File: config.mk
export PLATFORM = sky130hd
export DESIGN_NAME = card_char_tx
export DESIGN_NICKNAME = d
export VERILOG_FILES = /design/src/rtl/ctx_pkg.sv /design/src/rtl/ctx_guard_calc.sv /design/src/rtl/ctx_frame_enc.sv /design/src/rtl/ctx_etu_seq.sv /design/src/rtl/card_char_tx.sv
export SDC_FILE = /design/constraint.sdc
export NUM_CORES = 1
export LEC_CHECK = 0
export BUFFER_PORTS_ARGS = -buffer_cell sky130_fd_sc_hd__buf_4
export CAP_MARGIN = 20
export CORE_AREA = 2 2 106 108
export CTS_CLUSTER_SIZE = 14
export DETAILED_ROUTE_END_ITERATION = 16
export DIE_AREA = 0 0 108 110
export PLACE_DENSITY = 0.54
export SLEW_MARGIN = 20
export SYNTH_ARGS = -nofsm -noshare
export SYNTH_HDL_FRONTEND = slang
export SYNTH_HIERARCHICAL = 1
export SYNTH_SLANG_ARGS = --single-unit
File: constraint.sdc
create_clock -name clk -period 7.95 [get_ports clk]
set_input_delay 0.795 -clock clk [delete_from_list [all_inputs] [get_ports clk]]
set_output_delay 0.795 -clock clk [all_outputs]
set_load 0.01 [all_outputs]
File: src/rtl/ctx_pkg.sv
package ctx_pkg;
   // start + 8 data + parity
   localparam int unsigned FRAME_LEN = 10;
   localparam int unsigned FI_W      = $clog2(FRAME_LEN);
   localparam int unsigned DATA_W    = 8;
   localparam int unsigned NX_W      = 8;
   // guard length in ETUs fits 12 + 254 = 266
   localparam int unsigned GT_W      = 9;
   localparam int unsigned BASE_GT   = 12;
   localparam int unsigned T1_SAT_GT = 11;
   localparam logic [NX_W-1:0] NX_SAT = '1;

   typedef logic [FRAME_LEN-1:0] line_frame_t;
   typedef logic [GT_W-1:0]      gt_len_t;
endpackage

File: src/rtl/ctx_guard_calc.sv
module ctx_guard_calc
   import ctx_pkg::*;
(
   input  logic [NX_W-1:0] extra_n,
   input  logic            t1_sel,
   output gt_len_t         guard_etus
);
   gt_len_t sat_len;

   always_comb begin
      sat_len = t1_sel ? GT_W'(T1_SAT_GT) : GT_W'(BASE_GT);
      if (extra_n == NX_SAT) guard_etus = sat_len;
      else                   guard_etus = GT_W'(BASE_GT) + GT_W'(extra_n);
   end
endmodule

File: src/rtl/ctx_frame_enc.sv
module ctx_frame_enc
   import ctx_pkg::*;
(
   input  logic [DATA_W-1:0] byte_in,
   input  logic              inverse,
   output line_frame_t       frame
);
   logic par_even;
   assign par_even = ^byte_in;

   // slot 0: start bit, always low
   assign frame[0] = 1'b0;

   genvar gi;
   generate
      for (gi = 0; gi < DATA_W; gi++) begin : g_slot
         assign frame[gi+1] = inverse ? ~byte_in[DATA_W-1-gi] : byte_in[gi];
      end
   endgenerate

   assign frame[FRAME_LEN-1] = inverse ? ~par_even : par_even;
endmodule

File: src/rtl/ctx_etu_seq.sv
module ctx_etu_seq
   import ctx_pkg::*;
#(
   parameter int unsigned ETU_W = 16
) (
   input  logic             clk,
   input  logic             rst_n,
   input  logic             load,
   input  logic [ETU_W-1:0] etu_len,
   input  gt_len_t          guard_len,
   output logic             busy,
   output gt_len_t          etu_idx,
   output logic             last_tick
);
   logic [ETU_W-1:0] clk_cnt_q;
   logic [ETU_W-1:0] len_q;
   gt_len_t          idx_q;
   gt_len_t          gt_q;
   logic             busy_q;
   logic             etu_end;

   assign etu_end   = busy_q && (clk_cnt_q == len_q - ETU_W'(1));
   assign last_tick = etu_end && (idx_q == gt_q - GT_W'(1));
   assign busy      = busy_q;
   assign etu_idx   = idx_q;

   always_ff @(posedge clk or negedge rst_n) begin
      if (!rst_n) begin
         busy_q    <= 1'b0;
         clk_cnt_q <= '0;
         len_q     <= ETU_W'(1);
         idx_q     <= '0;
         gt_q      <= GT_W'(BASE_GT);
      end else if (load) begin
         busy_q    <= 1'b1;
         clk_cnt_q <= '0;
         len_q     <= etu_len;
         idx_q     <= '0;
         gt_q      <= guard_len;
      end else if (busy_q) begin
         if (etu_end) begin
            clk_cnt_q <= '0;
            if (last_tick) busy_q <= 1'b0;
            else           idx_q  <= idx_q + GT_W'(1);
         end else begin
            clk_cnt_q <= clk_cnt_q + ETU_W'(1);
         end
      end
   end
endmodule

File: src/rtl/card_char_tx.sv
module card_char_tx
   import ctx_pkg::*;
#(
   parameter int unsigned ETU_W = 16
) (
   input  logic             clk,
   input  logic             rst_n,
   input  logic [7:0]       tx_data,
   input  logic             tx_valid,
   output logic             tx_ready,
   input  logic [ETU_W-1:0] etu_clks,
   input  logic [7:0]       extra_gt,
   input  logic             proto_t1,
   input  logic             conv_inverse,
   output logic             io_out
);
   generate
      if (ETU_W < 2 || ETU_W > 24) begin : g_bad_etu_w
         $error("card_char_tx: ETU_W must lie in 2..24");
      end
      if (DATA_W != 8 || NX_W != 8) begin : g_bad_pkg
         $error("card_char_tx: package widths must stay at 8");
      end
   endgenerate

   logic             busy;
   logic             last_tick;
   logic             accept;
   gt_len_t          etu_idx;
   gt_len_t          guard_now;
   line_frame_t      frame_now;
   line_frame_t      frame_q;
   logic [ETU_W-1:0] etu_eff;

   assign tx_ready = !busy || last_tick;
   assign accept   = tx_valid && tx_ready;
   assign etu_eff  = (etu_clks == '0) ? ETU_W'(1) : etu_clks;

   ctx_guard_calc u_guard (
      .extra_n    (extra_gt),
      .t1_sel     (proto_t1),
      .guard_etus (guard_now)
   );

   ctx_frame_enc u_enc (
      .byte_in (tx_data),
      .inverse (conv_inverse),
      .frame   (frame_now)
   );

   ctx_etu_seq #(.ETU_W(ETU_W)) u_seq (
      .clk       (clk),
      .rst_n     (rst_n),
      .load      (accept),
      .etu_len   (etu_eff),
      .guard_len (guard_now),
      .busy      (busy),
      .etu_idx   (etu_idx),
      .last_tick (last_tick)
   );

   always_ff @(posedge clk or negedge rst_n) begin
      if (!rst_n)      frame_q <= '1;
      else if (accept) frame_q <= frame_now;
   end

   always_comb begin
      if (busy && etu_idx < GT_W'(FRAME_LEN)) io_out = frame_q[etu_idx[FI_W-1:0]];
      else                                    io_out = 1'b1;
   end
endmodule

=== Word-level counts from Yosys, hierarchy flattened ===
Index checks and enable logic that the tools add are counted.

* $add $sub $neg: 5
* Order comparisons: 2
* Equality and inequality tests: 4
* Muxes and demuxes: 26
* Bitwise operators: 9
* Reduce and logical (&&, ||, !) cells: 11

{| class="wikitable"
|+ Operator list
! cell !! count
|-
| 2-to-1 mux 16 bit || 4
|-
| 2-to-1 mux 9 bit || 5
|-
| adder 16 x 1 -> 16 bit (second input constant) || 1
|-
| == test 16 bit || 1
|-
| logical NOT 16 bit || 1
|-
| subtractor 16 x 1 -> 16 bit (second input constant) || 1
|-
| 2-to-1 mux 1 bit || 15
|-
| adder 4 x 8 -> 9 bit (first input constant) || 1
|-
| adder 9 x 1 -> 9 bit (second input constant) || 1
|-
| == test 9 bit || 1
|-
| less-than comparator 9 x 4 -> 1 bit (second input constant) || 1
|-
| NOT 1 bit || 9
|-
| subtractor 9 x 1 -> 9 bit (second input constant) || 1
|-
| == test 8 bit (second input constant) || 1
|-
| XOR reduction 8 bit || 1
|-
| less-than comparator 4 x 5 -> 1 bit (second input constant) || 1
|-
| binary-select mux 1 bit (select 4 bit) || 1
|-
| logical AND 1 bit || 4
|-
| nonzero test 2 bit || 2
|-
| 2-to-1 mux 3 bit || 1
|-
| AND reduction 3 bit || 1
|-
| != test 2 x 1 -> 1 bit (second input constant) || 1
|-
| logical NOT 1 bit || 1
|-
| logical OR 1 bit || 1
|}

* Flip-flop bits (word level): 61
* Bits of input ports: 37
* Output and inout bits: 2
* Word-level logic and storage cells: 63

=== Logic depth before layout (Yosys ltp) ===
Gate-level depths: netlist (run 1).

* Depth after elaboration: 8
* Depth in mapped cells: 21

=== Hierarchy ===
The synthesis (run 1) kept the hierarchy.

{| class="wikitable"
|+ By module, submodules not included
! module !! times used !! cells each !! area each (µm²) !! sequential area each (µm²)
|-
| ctx_etu_seq || 1 || 327 || 3194.3 || 1280.0
|-
| card_char_tx || 1 || 59 || 603.1 || 262.8
|-
| ctx_guard_calc || 1 || 26 || 196.4 || 0.0
|-
| ctx_frame_enc || 1 || 26 || 188.9 || 0.0
|}

=== Worst setup path after synthesis (run 1) ===
No wires, ideal clock.

* Kind: register to register
* Start: reg u_seq.len_q[0]
* End: reg u_seq.clk_cnt_q[6]
* Setup time: 0.130 ns
* Arrival time: 4.074 ns
* Data required time: 7.820 ns
* Setup slack: 3.747 ns
* Cell stages (with the launch flop): 18
* Path buffers: 4
* Period minus slack after synthesis: 4.203 ns
* Path through: dfstp_2 inv_1 ha_1 nor4b_2 a2111o_1 o211ai_1 a31oi_1 a2111oi_4 and2_2 nor2b_1 nand2b_1 nand2_1 buf_2 inv_1 clkbuf_1 clkbuf_8 dlygate4sd3_1 nor2_1

* Cells in the longest elaborated chain, start to end: 7
* Elaborated cells between the ends (all ways): 10

{| class="wikitable"
|+ RTL lines
! item !! line !! text
|-
| start: declaration || ctx_etu_seq.sv:16 || <nowiki>logic [ETU_W-1:0] len_q;</nowiki>
|-
| start signal: assignment || ctx_etu_seq.sv:37 || <nowiki>len_q <= etu_len;</nowiki>
|-
| subtractor 16 x 1 -> 16 bit * || ctx_etu_seq.sv:22 || <nowiki>assign etu_end = busy_q && (clk_cnt_q == len_q - ETU_W'(1));</nowiki>
|-
| == test 16 bit * || ctx_etu_seq.sv:22 ||
|-
| logical AND 1 bit * || ctx_etu_seq.sv:22 ||
|-
| logical AND 1 bit * || ctx_etu_seq.sv:23 || <nowiki>assign last_tick = etu_end && (idx_q == gt_q - GT_W'(1));</nowiki>
|-
| via last_tick || card_char_tx.sv:27 || <nowiki>logic last_tick;</nowiki>
|-
| logical OR 1 bit * || card_char_tx.sv:35 || <nowiki>assign tx_ready = !busy || last_tick;</nowiki>
|-
| via tx_ready || card_char_tx.sv:10 || <nowiki>output logic tx_ready,</nowiki>
|-
| logical AND 1 bit * || card_char_tx.sv:36 || <nowiki>assign accept = tx_valid && tx_ready;</nowiki>
|-
| via accept || card_char_tx.sv:28 || <nowiki>logic accept;</nowiki>
|-
| 2-to-1 mux 16 bit or nonzero test 2 bit (tied branches) || -- ||
|-
| end signal: assignment || ctx_etu_seq.sv:46 || <nowiki>clk_cnt_q <= clk_cnt_q + ETU_W'(1);</nowiki>
|-
| end: declaration || ctx_etu_seq.sv:15 || <nowiki>logic [ETU_W-1:0] clk_cnt_q;</nowiki>
|}

Mark *: on every way through the listed nets, which the timed path passes. The rest lies on a longest branch. The select of a mux whose other input is x is not followed.
A chain may end at the register's enable or synchronous reset.

=== Worst setup path in the final report (run 1) ===
* Start: reg u_seq.len_q[1]
* End: reg u_seq.clk_cnt_q[13]

* Cells in the longest elaborated chain, start to end: 7
* Elaborated cells between the ends (all ways): 10

{| class="wikitable"
|+ RTL lines
! item !! line
|-
| subtractor 16 x 1 -> 16 bit * || ctx_etu_seq.sv:22
|-
| == test 16 bit * || ctx_etu_seq.sv:22
|-
| logical AND 1 bit * || ctx_etu_seq.sv:22
|-
| logical AND 1 bit * || ctx_etu_seq.sv:23
|-
| via last_tick || card_char_tx.sv:27
|-
| logical OR 1 bit * || card_char_tx.sv:35
|-
| logical AND 1 bit * || card_char_tx.sv:36
|-
| via accept || card_char_tx.sv:28
|-
| 2-to-1 mux 16 bit or nonzero test 2 bit (tied branches) || --
|}

Marked as above.

==> impl_metrics.csv, run 1 <==
group,metric,value,unit
run_status,status,"finished, final reports clean",
synthesis,yosys-top-cells-area,"dfrtp_1 29%, mux2_2 9.2%, dfstp_2 8.2%, xnor2_1 5.0%, xor2_1 4.8%",
timing,setup_viol,0,
clock_tree,cts_tree,"yes",
synthesis,synth_top_area_share,28.7,%
clock_tree,cts_buffers,9,
clock_tree,cts_root_buffer,"clkbuf_8",
global_route,grt_usage,16.5,%
critical_path,r2r_slack,3.05,ns
timing,slew_violations,0,
power,switching_share,22.9,%
drt,first_pass_iters,4,
job,drv_cap,0,
drt,vias,3183,
critical_path,critPathCaptureType,"register",
critical_path,cpMaxStageDelayCell,"a2111oi_4",
floorplanning,ioPinCount,39,
place,routabilityCongestion,0.833,
clock_tree,post_cts_resized,0,
worst_hold_path,hold_class,"in2async",
floorplanning,coreArea,10700,um^2
power,p_comb_share,7.0,%
drt,routedWlPerCell,15.1,um
floorplanning,die_x,108,um
synthesis,syn_avg_cell_area,9.55,um^2
global_route,grt_pass1_wl,15500,um
clock_tree,cts_sinks,61,
floorplanning,start_util,39.1,%
synthesis,synthDistinctLibCells,72,
critical_path,critPathKind,"reg2reg",
critical_path,timing.critical_path.cells,"inv_1, ha_1, nor4b_2, nand2_1, mux2_2, a31oi_1, a2111oi_4, and2_2, nor2b_1, nand2b_1, nand2_1, inv_1, buf_4, or2_2, nand4_1, nor2_1, nand2_1, nor2_1, nand3_1, xor2_1, nor2_1",
timing,fmax,204,MHz
place,hpwl,6540,um
critical_path,reg2reg_to,"u_seq/clk_cnt_q[13]",
final_layout,layout-drive-gt1-share,25.9,%
global_route,grt_max_degree,62,
final_layout,syn_to_final_growth,11.6,%
drt,finalWirelength,9080,um
synthesis,syn-instance-count,438,
drt,dr.first_iter.drc_count,126,
global_route,overflow,0,
timing,finalCritPeriodShare,61.7,%
floorplanning,rows,38,
critical_path,crit_required,8.15,ns
critical_path,r2r-start,"u_seq/len_q[1]",
power,p_sw,144,uW
drt,drcViolationCount,0,
power,seq_power_share,49.3,%
clock_tree,ctsHtreeMaxLevel,3,
critical_path,cp_num_buf_inv,3,
synthesis,ys_warn_count,6,
critical_path,slowest_delay,0.50,ns
clock_tree,cts_setup_buffers,0,
clock_tree,postCtsHoldBufs,0,
critical_path,reg2reg_depth,21,
critical_path,path_max_fanout,47,
synthesis,ys_ff_latch,61,
synthesis,synth_nets,481,
timing,hold_viol_final,0,
synthesis,synth_area_leader_cell,"dfrtp_1",
synthesis,netlist_top_cells_count,"48 x dfrtp_1, 36 x nor2_1, 34 x mux2_2, 25 x nand2_1, 24 x xnor2_1",
timing,tightest_slew,0.788,ns
timing,rsz0062_at_grt,"no",
synthesis,ys_async_sr_fraction,100,%
synthesis,ys_seq_area_share,36.9,%
power,p_leak,0.00206,uW
floorplanning,die-area,11900,um^2
global_route,grt_pass1_vias,3200,
power,p_int,486,uW
critical_path,crit_family,"simple AND/OR/NAND/NOR gates",
power,power_frac_clock,43.7,%
synthesis,synthFlopType,"dfrtp_1",
synthesis,synth_most_common_cell,"dfrtp_1",
synthesis,synth_edf_count,0,
power,ir_drop,0.0616,mV
drt,avgViaCountPerCell,5.31,
clock_tree,clockBufferDepth,2,
clock_tree,clk_latency,0.34,ns
power,powerDensity,135,nW/um^2
place,io_buffers,38,
final_layout,layout.nets,498,
critical_path,critical_path.startpoint_type,"register",
floorplanning,die_h,110,um
critical_path,arrival,5.11,ns
timing,period_minus_slack,4.90,ns
critical_path,critPathLaunch,"u_seq/len_q[1]",
timing,setup_tns,0,ns
power,p_total,630,uW
drt,drtAntennaViolNets,0,
synthesis,mappedNetlistArea,4180,um^2
timing,finClkSkew,0.00806,ns
timing,maxSlewHeadroom,47.5,%
global_route,antenna_found_initial,0,
critical_path,critical_path_depth,21,
final_layout,antenna_cells,0,
clock_tree,clk_pin_slew_worst_paths,0.07,ns
critical_path,critPathCapture,"u_seq/clk_cnt_q[13]",
## logic make-up after synthesis
family / Yosys count / synth area share (%)
and+or+nand+nor: 157 / 21.5
DFF: 61 / 36.9
other: 1 / 0.0897
buffers and inverters: 52 / 5.92
adders and majority gates: 6 / 1.79
AOI/OAI and AO/OA: 67 / 11.0
xor gates and xnor gates: 49 / 10.8
muxes: 45 / 12.0
## cell type report
cell class / instances / area (um^2)
Sequential cell: 61 / 1540
Timing Repair Buffer: 39 / 293
Clock inverter: 4 / 47.5
Clock buffer: 12 / 145
Inverter: 19 / 71.3
Tap cell: 140 / 175
Multi-Input combinational cell: 325 / 2390
Fill cell: 1068 / 6030
## registers in the layout, summed over array words and instances, names as in the netlist
signal and cells:
frame_q 10, u_seq/etu_idx 9, u_seq/clk_cnt_q 16, u_seq/len_q 16, u_seq/gt_q 9, u_seq/busy 1
## power by group through the flow
stage	Clock (uW)	Combinational [uW]	Sequential, uW
2_1_floorplan	0	19.8	316
3_3_place_gp	0	44.3	316
3_5_place_dp	0	45.0	316
4_1_cts	286	45.1	311
5_1_grt	303	49.7	310
6_report	275	43.9	311
## worst min-delay path by stage
stage          slack, ns  depth (start not counted)                  end
2_1_floorplan       0.50                          0           u_seq/busy
3_3_place_gp        0.55                          2       u_seq/len_q[0]
3_5_place_dp        0.56                          1        u_seq/gt_q[8]
4_1_cts             0.56                          1  u_seq/clk_cnt_q[12]
5_1_grt             0.58                          1  u_seq/clk_cnt_q[12]
6_report            0.53                          1  u_seq/clk_cnt_q[12]
## layout by cell type, fill, tap and decap left out, types with 4 or more instances in the layout
cell / instances
a21oi_1: 20
and3_1: 4
buf_4: 39
clkbuf_8: 10
dfrtp_1: 48
dfstp_2: 13
ha_1: 6
inv_1: 19
mux2_2: 34
mux2i_1: 9
nand2_1: 25
nand3_1: 19
nand3b_1: 4
nand4_1: 11
nor2_1: 36
nor2b_1: 7
nor3_1: 10
o21ai_0: 18
o31ai_1: 5
or3_1: 10
or4_1: 4
xnor2_1: 24
xor2_1: 23
## per-layer routing
metal,vias up,part of all wire [%],GRT usage (%)
met5,-,0,0
met4,0,1.5,5.40
met3,13,2.6,3.82
met2,38,52,28.3
met1,1556,44,20.6
li1,1576,-,-
## stage by stage
| step | util [%] | instance area [um^2] | std cells | hold WS [ns] | worst slack, ns |
|---|---|---|---|---|---|
| floorplan | - | 4180 | 438 | 0.499 | 3.75 |
| global placement | 41.8 | 4470 | 584 | 0.549 | 3.18 |
| detailed placement | 41.8 | 4470 | 584 | 0.555 | 3.02 |
| CTS | 43.6 | 4670 | 600 | 0.564 | 2.98 |
| global route | 43.6 | 4670 | 600 | 0.578 | 2.43 |
| finish | 43.6 | 4670 | 600 | 0.534 | 3.05 |
Note: power is estimated with default switching activity, not from simulation.
==> run 2, diff against run 1 <==
ABC_AREA = 1   (was default)
CORE_AREA = 2 2 109 111   (was 2 2 106 108)
DIE_AREA = 0 0 111 113   (was 0 0 108 110)
clock period = 4.55 ns   (was 7.95 ns; I/O delays follow)
==> impl_metrics.csv, run 2 <==
group,metric,value,unit
run_status,status,"finished, final reports clean",
synthesis,ys_ff_latch,61,
synthesis,synth_nets,715,
synthesis,yosys-top-cells-area,"dfrtp_1 27%, nand2_1 20%, dfstp_2 7.7%, inv_1 6.7%, nor2_1 5.3%",
floorplanning,die_h,113,um
synthesis,synth_edf_count,0,
clock_tree,postCtsHoldBufs,0,
drt,dr.first_iter.drc_count,194,
timing,setup_viol,0,
global_route,antenna_found_initial,0,
timing,maxSlewHeadroom,47.4,%
critical_path,reg2reg_depth,23,
floorplanning,die_x,111,um
timing,tightest_slew,0.789,ns
global_route,busiest_layer,"met2",
global_route,use_met2,28.8,%
global_route,grtUsageMet1,23.9,%
clock_tree,clockBufferDepth,2,
final_layout,layout_common_cells,"241 x nand2_1, 78 x inv_1, 63 x nor2_1",
drt,avgViaCountPerCell,4.77,
drt,first_pass_iters,5,
clock_tree,clk_latency,0.33,ns
power,ir_drop,0.222,mV
final_layout,largestRegisters,"u_seq/clk_cnt_q x16, u_seq/len_q x16, frame_q x10",
clock_tree,cts_setup_buffers,0,
final_layout,layout-drive-gt1-share,14.8,%
synthesis,syn_avg_cell_area,6.63,um^2
global_route,grt_pass1_wl,18200,um
power,p_comb_share,36.2,%
floorplanning,coreArea,11300,um^2
critical_path,critPathCaptureType,"register",
critical_path,critPathKind,"reg2reg",
worst_hold_path,hold_class,"in2async",
synthesis,synthFlopType,"dfrtp_1",
critical_path,arrival,4.11,ns
synthesis,synth_area_leader_cell,"dfrtp_1",
timing,slew_violations,0,
drt,drtAntennaViolNets,0,
global_route,use_met3,3.80,%
power,powerDensity,475,nW/um^2
clock_tree,ctsHtreeMaxLevel,3,
synthesis,synth_top_area_share,27.0,%
global_route,grt_usage,17.7,%
synthesis,ys_async_sr_fraction,100,%
final_layout,final_cells,844,
power,p_leak,0.00258,uW
synthesis,syn-instance-count,672,
synthesis,netlist_top_cells_count,"241 x nand2_1, 79 x inv_1, 63 x nor2_1, 48 x dfrtp_1, 42 x o21ai_0",
final_layout,final_common_cell,"nand2_1",
floorplanning,ioPinCount,39,
floorplanning,rows,39,
timing,finClkSkew,0.0108,ns
synthesis,synth_xor_area_share,7.19,%
place,hpwl,8040,um
timing,finalCritPeriodShare,85.8,%
synthesis,synth_top_family_by_area,"simple AND/OR/NAND/NOR gates",
final_layout,syn_to_final_growth,14.7,%
synthesis,synthMuxAreaShare,0,%
global_route,grt_pass1_vias,3848,
place,io_buffers,38,
synthesis,synthSimpleGateAreaFrac,39.6,%
power,p_total,2430,uW
synthesis,synthDistinctLibCells,39,
place,placed_cells,828,
place,routabilityCongestion,0.823,
power,switching_share,38.6,%
power,seq_power_share,36.1,%
global_route,overflow,0,
drt,finalWirelength,10400,um
clock_tree,cts_root_buffer,"clkbuf_16",
final_layout,antenna_cells,0,
timing,hold_viol_final,0,
floorplanning,start_util,39.5,%
clock_tree,cts_buffers,9,
floorplanning,die-area,12500,um^2
global_route,grt_max_degree,62,
final_layout,layout.nets,739,
timing,rsz0062_at_grt,"no",
clock_tree,clk_pin_slew_worst_paths,0.06,ns
synthesis,ys_warn_count,6,
timing,fmax,256,MHz
power,power_frac_clock,27.7,%
clock_tree,cts_sinks,61,
critical_path,crit_required,4.76,ns
timing,setup_tns,0,ns
synthesis,ys_seq_area_share,34.6,%
timing,period_minus_slack,3.90,ns
clock_tree,cts_tree,"yes",
job,drv_cap,0,
synthesis,synth_most_common_cell,"nand2_1",
power,p_sw,936,uW
synthesis,mappedNetlistArea,4460,um^2
drt,routedWlPerCell,12.4,um
drt,drcViolationCount,0,
power,p_int,1490,uW
critical_path,critical_path.startpoint_type,"register",
synthesis,synth-adder-area-share,1.68,%
synthesis,synth_compound_area_share,6.65,%
drt,vias,4030,
critical_path,path_max_fanout,35,
-- run 2: cell count changes after synthesis, moves of 10 or more --
| cell | change |
|---|---|
| nor2_1 | +27 |
| inv_1 | +60 |
| nand3_1 | +19 |
| xnor2_1 | -13 |
| inv_2 | +10 |
| o21ai_0 | +24 |
| a21oi_1 | -13 |
| mux2_2 | -34 |
| or3_1 | -10 |
| nand2_1 | +216 |
-- run 2: logic make-up (layout without fill, tap and decap cells) --
group                    count (synthesis)  in the layout
AND/OR/NAND/NOR                        398            398
adder cells (fa/ha/maj)                  6              6
AO/OA/AOI/OAI                           55             55
other                                    1              1
flip-flops                              61             61
buffers and inverters                  116            145
XOR/XNOR                                35             35
-- run 2: layout make-up --
class / count / area, um^2
Clock inverter: 5 / 60.1
Sequential cell: 61 / 1540
Clock buffer: 11 / 233
Inverter: 90 / 342
Timing Repair Buffer: 39 / 293
Fill cell: 1190 / 6160
Multi-Input combinational cell: 495 / 2460
Tap cell: 143 / 179
-- run 2: worst paths after layout --
check	start	to	slack [ns]
max in group asynchronous	rst_n	u_seq/gt_q[1]	3.81
min in group clk	etu_clks[14]	u_seq/len_q[14]	0.34
setup reg to reg	u_seq/len_q[0]	u_seq/clk_cnt_q[15]	0.65
hold reg to reg	u_seq/len_q[15]	u_seq/len_q[15]	0.50
hold / removal	rst_n	u_seq/len_q[3]	0.20
setup / recovery	u_seq/len_q[0]	u_seq/clk_cnt_q[15]	0.65
-- run 2: worst max-delay path, cell delays in order, from the launching register on --
cell	delay, ns
dfstp_2	0.55
inv_2	0.05
ha_1	0.30
xnor2_1	0.13
nor2_1	0.15
nand2_1	0.07
nor2_1	0.10
nand2_1	0.08
nor2_1	0.09
nand2_1	0.09
nor2_4	0.17
nand2_4	0.11
nor2_1	0.14
inv_1	0.05
nand2_1	0.07
nand2_1	0.06
inv_2	0.39
nor2_1	0.27
nor3_1	0.26
nand2_1	0.11
nor2_1	0.20
nand4_1	0.13
xor2_1	0.16
nor2_1	0.06
-- run 2: what timing repair did --
| item | CTS | global route |
|---|---|---|
| setup endpoints to repair | 0 | 1 |
| resized for setup | 0 | 1 |
| hold endpoints to repair | 0 | 0 |
-- run 2: stage by stage --
stage	setup WS, ns	cell area [um^2]	hold WS (ns)	utilization, %
after detailed placement	0.463	4810	0.489	42.7
after global routing	0.0270	5110	0.263	45.3
after CTS	0.430	5110	0.234	45.3
after global placement	0.545	4810	0.484	42.7
after floorplan	1.40	4460	0.159	-
final	0.645	5110	0.201	45.3
-- run 2: power groups by stage --
stage | combinational [uW] | sequential [uW] | clock [uW]
floorplan | 692 | 839 | 0
global placement | 868 | 888 | 0
detailed placement | 881 | 886 | 0
CTS | 885 | 878 | 694
global route | 1020 | 906 | 718
finish | 879 | 877 | 672
-- run 2: metal layers --
layer,wire (um),part of all wire (%)
met5,0,0
met4,102,0.98
met3,296,2.8
met2,5040,48
met1,4990,48
==> run 3, diff against run 2 <==
ABC_AREA = default   (was 1)
CORE_AREA = 2 2 106 108   (was 2 2 109 111)
DIE_AREA = 0 0 108 110   (was 0 0 111 113)
==> impl_metrics.csv, run 3 (synthesis gave the netlist of run 1 again) <==
group,metric,value,unit
critical_path,arrival,4.24,ns
drt,vias,3177,
global_route,grt_pass1_wl,15000,um
final_layout,layout.nets,499,
timing,hold_viol_final,0,
timing,setup_tns,0,ns
critical_path,crit_required,4.76,ns
drt,finalWirelength,8980,um
timing,finClkSkew,0.0114,ns
floorplanning,die_x,108,um
drt,first_pass_iters,4,
global_route,grt_usage,16.0,%
floorplanning,die-area,11900,um^2
final_layout,layout-drive-gt1-share,26.2,%
clock_tree,cts_buffers,9,
timing,rsz0062_at_grt,"no",
place,io_buffers,38,
critical_path,critPathKind,"reg2reg",
global_route,grt_pass1_vias,3119,
clock_tree,clockBufferDepth,2,
final_layout,design_area,4690,um^2
floorplanning,coreArea,10700,um^2
clock_tree,clk_pin_slew_worst_paths,0.07,ns
timing,hold_slack,0.188,ns
drt,dr.first_iter.drc_count,124,
final_layout,final_common_cell,"dfrtp_1",
timing,slew_violations,0,
power,powerDensity,240,nW/um^2
job,drv_cap,0,
final_layout,antenna_cells,0,
power,p_total,1130,uW
floorplanning,start_util,39.1,%
timing,period_minus_slack,4.02,ns
place,placed_cell_area,4480,um^2
run_status,status,"finished, final reports clean",
power,ir_drop,0.173,mV
drt,drcViolationCount,0,
critical_path,critical_path.startpoint_type,"register",
drt,drtAntennaViolNets,0,
clock_tree,cts_sinks,61,
worst_hold_path,hold_class,"in2async",
timing,finalCritPeriodShare,88.4,%
place,routabilityCongestion,0.847,
clock_tree,ctsHtreeMaxLevel,3,
timing,fmax,248,MHz
final_layout,syn_to_final_growth,12.2,%
drt,avgViaCountPerCell,5.29,
final_layout,layout_common_cells,"48 x dfrtp_1, 40 x buf_4, 36 x nor2_1",
timing,tightest_slew,0.776,ns
clock_tree,cts_root_buffer,"clkbuf_8",
clock_tree,cts_tree,"yes",
global_route,antenna_found_initial,0,
final_layout,largestRegisters,"u_seq/clk_cnt_q x16, u_seq/len_q x16, frame_q x10",
timing,setup_viol,0,
timing,maxSlewHeadroom,48.3,%
power,p_leak,0.00207,uW
critical_path,critPathCaptureType,"register",
global_route,overflow,0,
clock_tree,clk_latency,0.35,ns
critical_path,path_max_fanout,5,
drt,routedWlPerCell,14.9,um
global_route,grt_max_degree,62,
place,hpwl,6440,um
floorplanning,rows,38,
clock_tree,cts_setup_buffers,0,
floorplanning,die_h,110,um
floorplanning,ioPinCount,39,
-- run 3: cell types whose count changed in the layout (fill, tap and decap cells not counted), sizes merged, moves of 5 or more --
| cell | change |
|---|---|
| nor2 | -37 |
| or3 | +10 |
| nand2 | -223 |
| nor2b | +7 |
| mux2 | +36 |
| o31ai | +5 |
| inv | -71 |
| mux2i | +9 |
| o21ai | -25 |
| nand3 | -20 |
| a21oi | +12 |
| nor4 | +5 |
| xnor2 | +14 |
-- run 3: report_power, final --
part,switching [uW],internal [uW]
clock network,226,281
logic,36.3,39.6
registers,0,543
-- run 3: metal layers --
layer  part of all wire (%)  vias up  GRT usage (%)
met5                      0        -              0
li1                       -     1580              -
met3                    2.9       11           3.53
met1                     46     1541           20.3
met4                    1.4        0           5.13
met2                     50       45           27.1
-- run 3: critical path: stages, from the launching register on --
cell and delay, ns:
dfstp_2 0.57, inv_1 0.06, ha_1 0.24, nor4b_4 0.16
a2111o_1 0.37, o211ai_1 0.10, a31oi_1 0.10, a2111oi_4 0.47
and2_2 0.24, nor2b_1 0.16, nand2b_1 0.14, nand2_1 0.07
inv_1 0.06, or2_2 0.12, nand4_1 0.17, nor2_1 0.26
nand2_1 0.08, nor2_1 0.20, nand3_1 0.13, xor2_1 0.15
nor2_1 0.05
-- run 3: cell type report --
class / count / area (um^2)
Fill cell: 1039 / 6000
Multi-Input combinational cell: 325 / 2400
Clock buffer: 12 / 155
Tap cell: 140 / 175
Sequential cell: 61 / 1540
Timing Repair Buffer: 40 / 300
Clock inverter: 4 / 47.5
Inverter: 19 / 71.3
-- run 3: path summary, 6_finish.rpt --
check | start | to | slack [ns] | depth (start not counted)
max in group asynchronous | rst_n | u_seq/len_q[5] | 3.85 | 1
hold reg to reg | u_seq/gt_q[8] | u_seq/gt_q[8] | 0.55 | 1
setup reg to reg | u_seq/len_q[0] | u_seq/clk_cnt_q[15] | 0.53 | 20
hold / removal | rst_n | u_seq/clk_cnt_q[12] | 0.19 | 1
min in group clk | etu_clks[13] | u_seq/len_q[13] | 0.33 | 3
setup / recovery | u_seq/len_q[0] | u_seq/clk_cnt_q[15] | 0.53 | 20
-- run 3: metrics by stage --
stage / setup slack [ns] / instances / util, %
6_report: 0.526 / 601 / 43.9
3_3_place_gp: 0.615 / 585 / 41.9
4_1_cts: 0.473 / 601 / 43.8
2_1_floorplan: 0.347 / 438 / -
5_1_grt: 0.112 / 601 / 43.9
3_5_place_dp: 0.488 / 585 / 41.9
-- run 3: timing repair --
| action | in CTS | in global routing |
|---|---|---|
| setup endpoints to repair | 0 | 1 |
| resized for setup | 0 | 1 |
| hold buffers | 0 | 0 |
